### src/rtl/kbi_pkg.sv
package kbi_pkg;
    typedef enum logic [1:0] {
        ST_IDLE = 2'd0,
        ST_PEND = 2'd1,
        ST_ACKW = 2'd2
    } kbi_state_t;

    localparam int CTL_MODE_BIT = 0;
    localparam int CTL_ACK_BIT  = 1;
    localparam int CTL_MASK_BIT = 2;
    localparam int ADDR_ENABLE  = 0;
    localparam int ADDR_CTRL    = 1;
endpackage

### src/rtl/kbi_sync.sv
module kbi_sync #(
    parameter int W      = 8,
    parameter int STAGES = 2
) (
    input  logic         clk,
    input  logic         rst_n,
    input  logic [W-1:0] d,
    output logic [W-1:0] q
);
    logic [W-1:0] stg [STAGES];

    genvar g;
    generate
        for (g = 0; g < STAGES; g++) begin : g_stage
            always_ff @(posedge clk or negedge rst_n) begin
                if (!rst_n) begin
                    stg[g] <= '1;
                end else if (g == 0) begin
                    stg[g] <= d;
                end else begin
                    stg[g] <= stg[(g == 0) ? 0 : g-1];
                end
            end
        end
    endgenerate

    assign q = stg[STAGES-1];
endmodule

### src/rtl/kbi_regs.sv
module kbi_regs
    import kbi_pkg::*;
#(
    parameter int NPINS = 8
) (
    input  logic             clk,
    input  logic             rst_n,
    input  logic             wr_en,
    input  logic             wr_addr,
    input  logic [NPINS-1:0] wr_data,
    output logic [NPINS-1:0] en_q,
    output logic             mode_q,
    output logic             mask_q,
    output logic             sw_ack
);
    logic wr_enable_reg;
    logic wr_ctrl_reg;

    assign wr_enable_reg = wr_en && (wr_addr == 1'(ADDR_ENABLE));
    assign wr_ctrl_reg   = wr_en && (wr_addr == 1'(ADDR_CTRL));

    always_ff @(posedge clk or negedge rst_n) begin
        if (!rst_n) begin
            en_q   <= '0;
            mode_q <= 1'b0;
            mask_q <= 1'b0;
        end else begin
            if (wr_enable_reg) begin
                en_q <= wr_data;
            end
            if (wr_ctrl_reg) begin
                mode_q <= wr_data[CTL_MODE_BIT];
                mask_q <= wr_data[CTL_MASK_BIT];
            end
        end
    end

    // The acknowledge bit is a strobe only and is not stored.
    assign sw_ack = wr_ctrl_reg && wr_data[CTL_ACK_BIT];
endmodule

### src/rtl/kbi_edge.sv
module kbi_edge #(
    parameter int NPINS = 8
) (
    input  logic             clk,
    input  logic             rst_n,
    input  logic [NPINS-1:0] pins_s,
    input  logic [NPINS-1:0] en,
    output logic             all_hi,
    output logic             fall
);
    logic prev_hi_q;

    // A disabled pin is treated as high in the AND.
    assign all_hi = &(pins_s | ~en);

    always_ff @(posedge clk or negedge rst_n) begin
        if (!rst_n) begin
            prev_hi_q <= 1'b1;
        end else begin
            prev_hi_q <= all_hi;
        end
    end

    assign fall = prev_hi_q && !all_hi;
endmodule

### src/rtl/kbi_fsm.sv
module kbi_fsm
    import kbi_pkg::*;
(
    input  logic clk,
    input  logic rst_n,
    input  logic fall,
    input  logic ack,
    input  logic all_hi,
    input  logic level_mode,
    output logic pend,
    output logic ack_seen
);
    kbi_state_t state_q, state_d;

    always_ff @(posedge clk or negedge rst_n) begin
        if (!rst_n) begin
            state_q <= ST_IDLE;
        end else begin
            state_q <= state_d;
        end
    end

    always_comb begin
        state_d = state_q;
        unique case (state_q)
            ST_IDLE: begin
                if (fall) state_d = ST_PEND;
            end
            ST_PEND: begin
                if (fall) begin
                    state_d = ST_PEND;
                end else if (ack) begin
                    if (!level_mode || all_hi) state_d = ST_IDLE;
                    else                       state_d = ST_ACKW;
                end
            end
            ST_ACKW: begin
                if (fall)                         state_d = ST_PEND;
                else if (all_hi || !level_mode)   state_d = ST_IDLE;
            end
            default: state_d = ST_IDLE;
        endcase
    end

    always_comb begin
        pend     = 1'b0;
        ack_seen = 1'b0;
        unique case (state_q)
            ST_IDLE: ;
            ST_PEND: pend = 1'b1;
            ST_ACKW: begin
                pend     = 1'b1;
                ack_seen = 1'b1;
            end
            default: ;
        endcase
    end
endmodule

### src/rtl/kbi_ctrl.sv
module kbi_ctrl #(
    parameter int NPINS       = 8,
    parameter int SYNC_STAGES = 2
) (
    input  logic             clk,
    input  logic             rst_n,
    input  logic [NPINS-1:0] pin_in,
    input  logic             wr_en,
    input  logic             wr_addr,
    input  logic [NPINS-1:0] wr_data,
    input  logic             vec_ack,
    output logic             irq_o,
    output logic             pend_o,
    output logic [NPINS-1:0] pullup_en,
    output logic [NPINS-1:0] force_in
);
    logic [NPINS-1:0] pins_s;
    logic [NPINS-1:0] en_q;
    logic             mode_q;
    logic             mask_q;
    logic             sw_ack;
    logic             ack_any;
    logic             all_hi;
    logic             fall;
    logic             ack_seen;

    kbi_sync #(.W(NPINS), .STAGES(SYNC_STAGES)) u_sync (
        .clk   (clk),
        .rst_n (rst_n),
        .d     (pin_in),
        .q     (pins_s)
    );

    kbi_regs #(.NPINS(NPINS)) u_regs (
        .clk     (clk),
        .rst_n   (rst_n),
        .wr_en   (wr_en),
        .wr_addr (wr_addr),
        .wr_data (wr_data),
        .en_q    (en_q),
        .mode_q  (mode_q),
        .mask_q  (mask_q),
        .sw_ack  (sw_ack)
    );

    kbi_edge #(.NPINS(NPINS)) u_edge (
        .clk    (clk),
        .rst_n  (rst_n),
        .pins_s (pins_s),
        .en     (en_q),
        .all_hi (all_hi),
        .fall   (fall)
    );

    assign ack_any = sw_ack || vec_ack;

    kbi_fsm u_fsm (
        .clk        (clk),
        .rst_n      (rst_n),
        .fall       (fall),
        .ack        (ack_any),
        .all_hi     (all_hi),
        .level_mode (mode_q),
        .pend       (pend_o),
        .ack_seen   (ack_seen)
    );

    assign irq_o     = pend_o && !mask_q;
    assign pullup_en = en_q;
    assign force_in  = en_q;
endmodule

### config.mk
export PLATFORM = sky130hd
export DESIGN_NAME = kbi_ctrl
export DESIGN_NICKNAME = d
export VERILOG_FILES = /design/src/rtl/kbi_pkg.sv /design/src/rtl/kbi_sync.sv /design/src/rtl/kbi_regs.sv /design/src/rtl/kbi_edge.sv /design/src/rtl/kbi_fsm.sv /design/src/rtl/kbi_ctrl.sv
export SDC_FILE = /design/constraint.sdc
export NUM_CORES = 1
export LEC_CHECK = 0
export ABC_AREA = 1
export BUFFER_PORTS_ARGS = -buffer_cell sky130_fd_sc_hd__buf_2
export CORE_AREA = 2 2 51 53
export CTS_BUF_LIST = sky130_fd_sc_hd__clkbuf_16
export CTS_CLUSTER_SIZE = 30
export DETAILED_ROUTE_END_ITERATION = 12
export DIE_AREA = 0 0 53 55
export GPL_TIMING_DRIVEN = 0
export HOLD_SLACK_MARGIN = 0.12
export PLACE_DENSITY = 0.81
export REMOVE_ABC_BUFFERS = 1
export SYNTH_ARGS = -nofsm -noshare
export SYNTH_HDL_FRONTEND = slang
export SYNTH_SLANG_ARGS = --single-unit
### constraint.sdc
create_clock -name clk -period 2.5 [get_ports clk]
set_input_delay 0.5 -clock clk [delete_from_list [all_inputs] [get_ports clk]]
set_output_delay 0.5 -clock clk [all_outputs]
set_load 0.05 [all_outputs]
==> summary.txt <==
Internal power: 1.04 mW
Fin crit period: 1.94 ns
CTS buffer count: 5
Number of distinct library cells after synthesis: 19
Die Ht: 55 µm
Crit Path Max Fanout: 4
Post-DP HPWL: 1570 µm
Slowest CP cell: dfrtp_1
Final #Nets: 170
WL per Instance: 11.6 µm
Metal-1 WL: 733 µm
Largest delay share family, worst path: flip-flops
Post-cts resize count: 0
Drt drc: 0
Clk_skew: 0.00503 ns
Worst-path cell chain: inv_1 > ha_1 > inv_1 > nor2_1 > buf_2
I/O Pins: 39
Mean number of vias per cell: 4.52
Worst Path Required: 2.00 ns
Post-route setup TNS: 0 ns
Max clock buf depth: 2
Worst slew pin tran: 0.603 ns
Vias in the first global route: 753
Count of final setup violators: 0
Synth warn: 0
Grt total ovfl: 0
Crit share post-route: 77.7%
Iteration-0 DRC count of the detailed router: 5
Combinational Power Share: 32.3%
Sequential share of power: 35.2%
Clock transition at the registers of the reported paths: 0.05 ns
DR top layer: met3
Worst skew pair latency: 0.27 ns
Total GRT Usage: 15.9%
# Post-CTS Setup Buffers: 0
# fillers: 192
Hold-fix buffers, CTS: 0
Final core occ: 64.4%
Max-slew headroom: 59.8%
Die width: 53 µm
TritonCTS clock tree: done
Switching share of total power: 36.7%
Critical path's largest stage delay: 0.41 ns
RSZ-0062 raised after global routing: no
CP most frequent cell: inv_1
Layout area overhead: 25.2%
H-tree Lvls: 2
First-pass GRT wire length: 3080 µm
Post-Syn Area: 1220 µm²
Post-synthesis sequential area ratio: 61.4%
Nature of the critical path startpoint: flop
Worst setup EP type: primary output
Drt pass-1 iters: 4
Initial core utilization: 51.4%
Power per standard cell area: 1080 nW/µm²
Clock share of power: 32.5%
Leak: 0.802 nW
Final wirelength: 2040 µm
Max cap viols: 0
Wire length on met3: 80 µm
Root Driver: clkbuf_16
Largest net degree at the start of global routing: 30
WHS: 0.245 ns
GPL Wtd Cong: 0.680
Status: completed
Yosys reg bits: 29
Crit path buffers/inverters: 3
Sw Pwr: 0.602 mW
I/O Buffers: 38
Worst hold path class: in2async
Max Slew Vio Count: 0
Share of cells above drive strength 1: 53.4%
Site Rows: 18
Type of the worst setup path: reg2out
DR WL met2: 1230 µm
Max Clk Rate: 514 MHz
Area of the core: 2360 µm²
Ant. Diodes: 0
Syn Inst Count: 108
Initial antenna violation count: 0
Via count: 795
Die area: 2920 µm²
Final ANT Viol Nets: 0
Clock sink count: 29
Count of final hold-check violations: 0
Worst EP arrival: 1.44 ns
Peak VDD IR: 0.000703 V
Syn avg cell area: 11.3 µm²
## layer usage
layer	GRT usage, %	vias to the layer above
met5	0	-
li1	-	395
met4	7.69	0
met3	6.45	0
met2	28.7	16
met1	16.0	384
## cells in the mapped netlist (all sizes together)
master	number	share of area [%]
mux2	6	5.6
nand4	1	0.51
ha	4	4.1
dfrtp	12	25
o21ai	6	3.1
nand3	3	1.6
or2	1	0.51
buf	8	4.9
nand3b	1	0.62
inv	18	5.6
nand2	27	10
dfstp	17	37
nor2	4	1.6
## kinds of logic (layout without fill, tap and decap cells)
family / count (synthesis) / count (layout) / share of synthesized area (%)
AO/OA/AOI/OAI: 6 / 6 / 3.09
adder cells (fa/ha/maj): 4 / 4 / 4.12
buffers and inverters: 26 / 64 / 10.5
flip-flops: 29 / 29 / 61.4
multiplexers: 6 / 6 / 5.56
AND/OR/NAND/NOR: 37 / 37 / 15.3
## area by class of cell
| type | count | area [µm²] | area share [%] |
|---|---|---|---|
| Timing Repair Buffer | 38 | 190 | 12.5 |
| Tap cell | 30 | 37.5 | 2.47 |
| Clock inverter | 3 | 13.8 | 0.904 |
| Multi-Input combinational cell | 53 | 342 | 22.4 |
| Clock buffer | 5 | 125 | 8.22 |
| Sequential cell | 29 | 747 | 49.1 |
| Inverter | 18 | 67.6 | 4.44 |
## registers in the layout, indices dropped and copies added, names as in the netlist
| name | cells |
|---|---|
| u_edge.prev_hi_q | 1 |
| u_sync.q | 8 |
| u_regs.en_q | 8 |
| u_sync.stg | 8 |
| u_fsm.state_q | 2 |
| u_regs.mode_q | 1 |
| u_regs.mask_q | 1 |
## worst reg2reg max path: stages, from the launching register on
cell	delay, ns
dfrtp_1	0.40
inv_1	0.09
ha_1	0.21
or2_2	0.30
nand3_1	0.08
nand2_1	0.05
nand2_1	0.07
o21ai_2	0.05
## through the flow
step	std cells	setup slack, ns	total power, mW	instance area (µm²)
6_report	176	0.556	1.64	1520
5_1_grt	176	0.460	1.73	1520
4_1_cts	176	0.524	1.67	1520
3_5_place_dp	168	0.832	1.12	1380
3_3_place_gp	168	0.875	1.09	1380
2_1_floorplan	100	0.253	0.988	1160
## path summary, 6_finish.rpt
kind	startpoint	end	slack, ns	cells after the start
setup / recovery	u_fsm.state_q[0]	irq_o	0.56	5
setup reg to reg	u_fsm.state_q[1]	u_fsm.state_q[0]	1.13	7
max in group asynchronous	rst_n	u_regs.en_q[3]	1.86	1
min in group clk	pin_in[4]	u_sync.stg[12]	0.33	1
hold / removal	rst_n	u_regs.en_q[7]	0.25	1
hold reg to reg	u_sync.stg[15]	u_sync.q[7]	0.35	0
## placed cells by master (no fill, tap or decap)
cell | netlist | final
buf_2 | 0 | 38
clkbuf_16 | 0 | 5
clkinv_2 | 0 | 2
dfrtp_1 | 12 | 12
dfstp_2 | 17 | 17
ha_1 | 4 | 4
inv_1 | 18 | 19
mux2_1 | 4 | 4
mux2_2 | 2 | 2
nand2_1 | 19 | 19
nand2_2 | 7 | 7
nand2_4 | 1 | 1
nand3_1 | 2 | 2
nand3_2 | 1 | 1
nand3b_1 | 1 | 1
nand4_1 | 1 | 1
nor2_1 | 2 | 2
nor2_2 | 2 | 2
o21ai_0 | 4 | 4
o21ai_2 | 2 | 2
or2_2 | 1 | 1
## power by group through the flow
stage	Clock (mW)	Combinational, mW	Sequential [mW]
after detailed placement	0	0.536	0.583
after CTS	0.553	0.539	0.578
after global routing	0.575	0.571	0.583
final	0.534	0.530	0.577
after floorplan	0	0.280	0.707
after global placement	0	0.514	0.578
No activity file was read; power rests on OpenSTA's default activity.
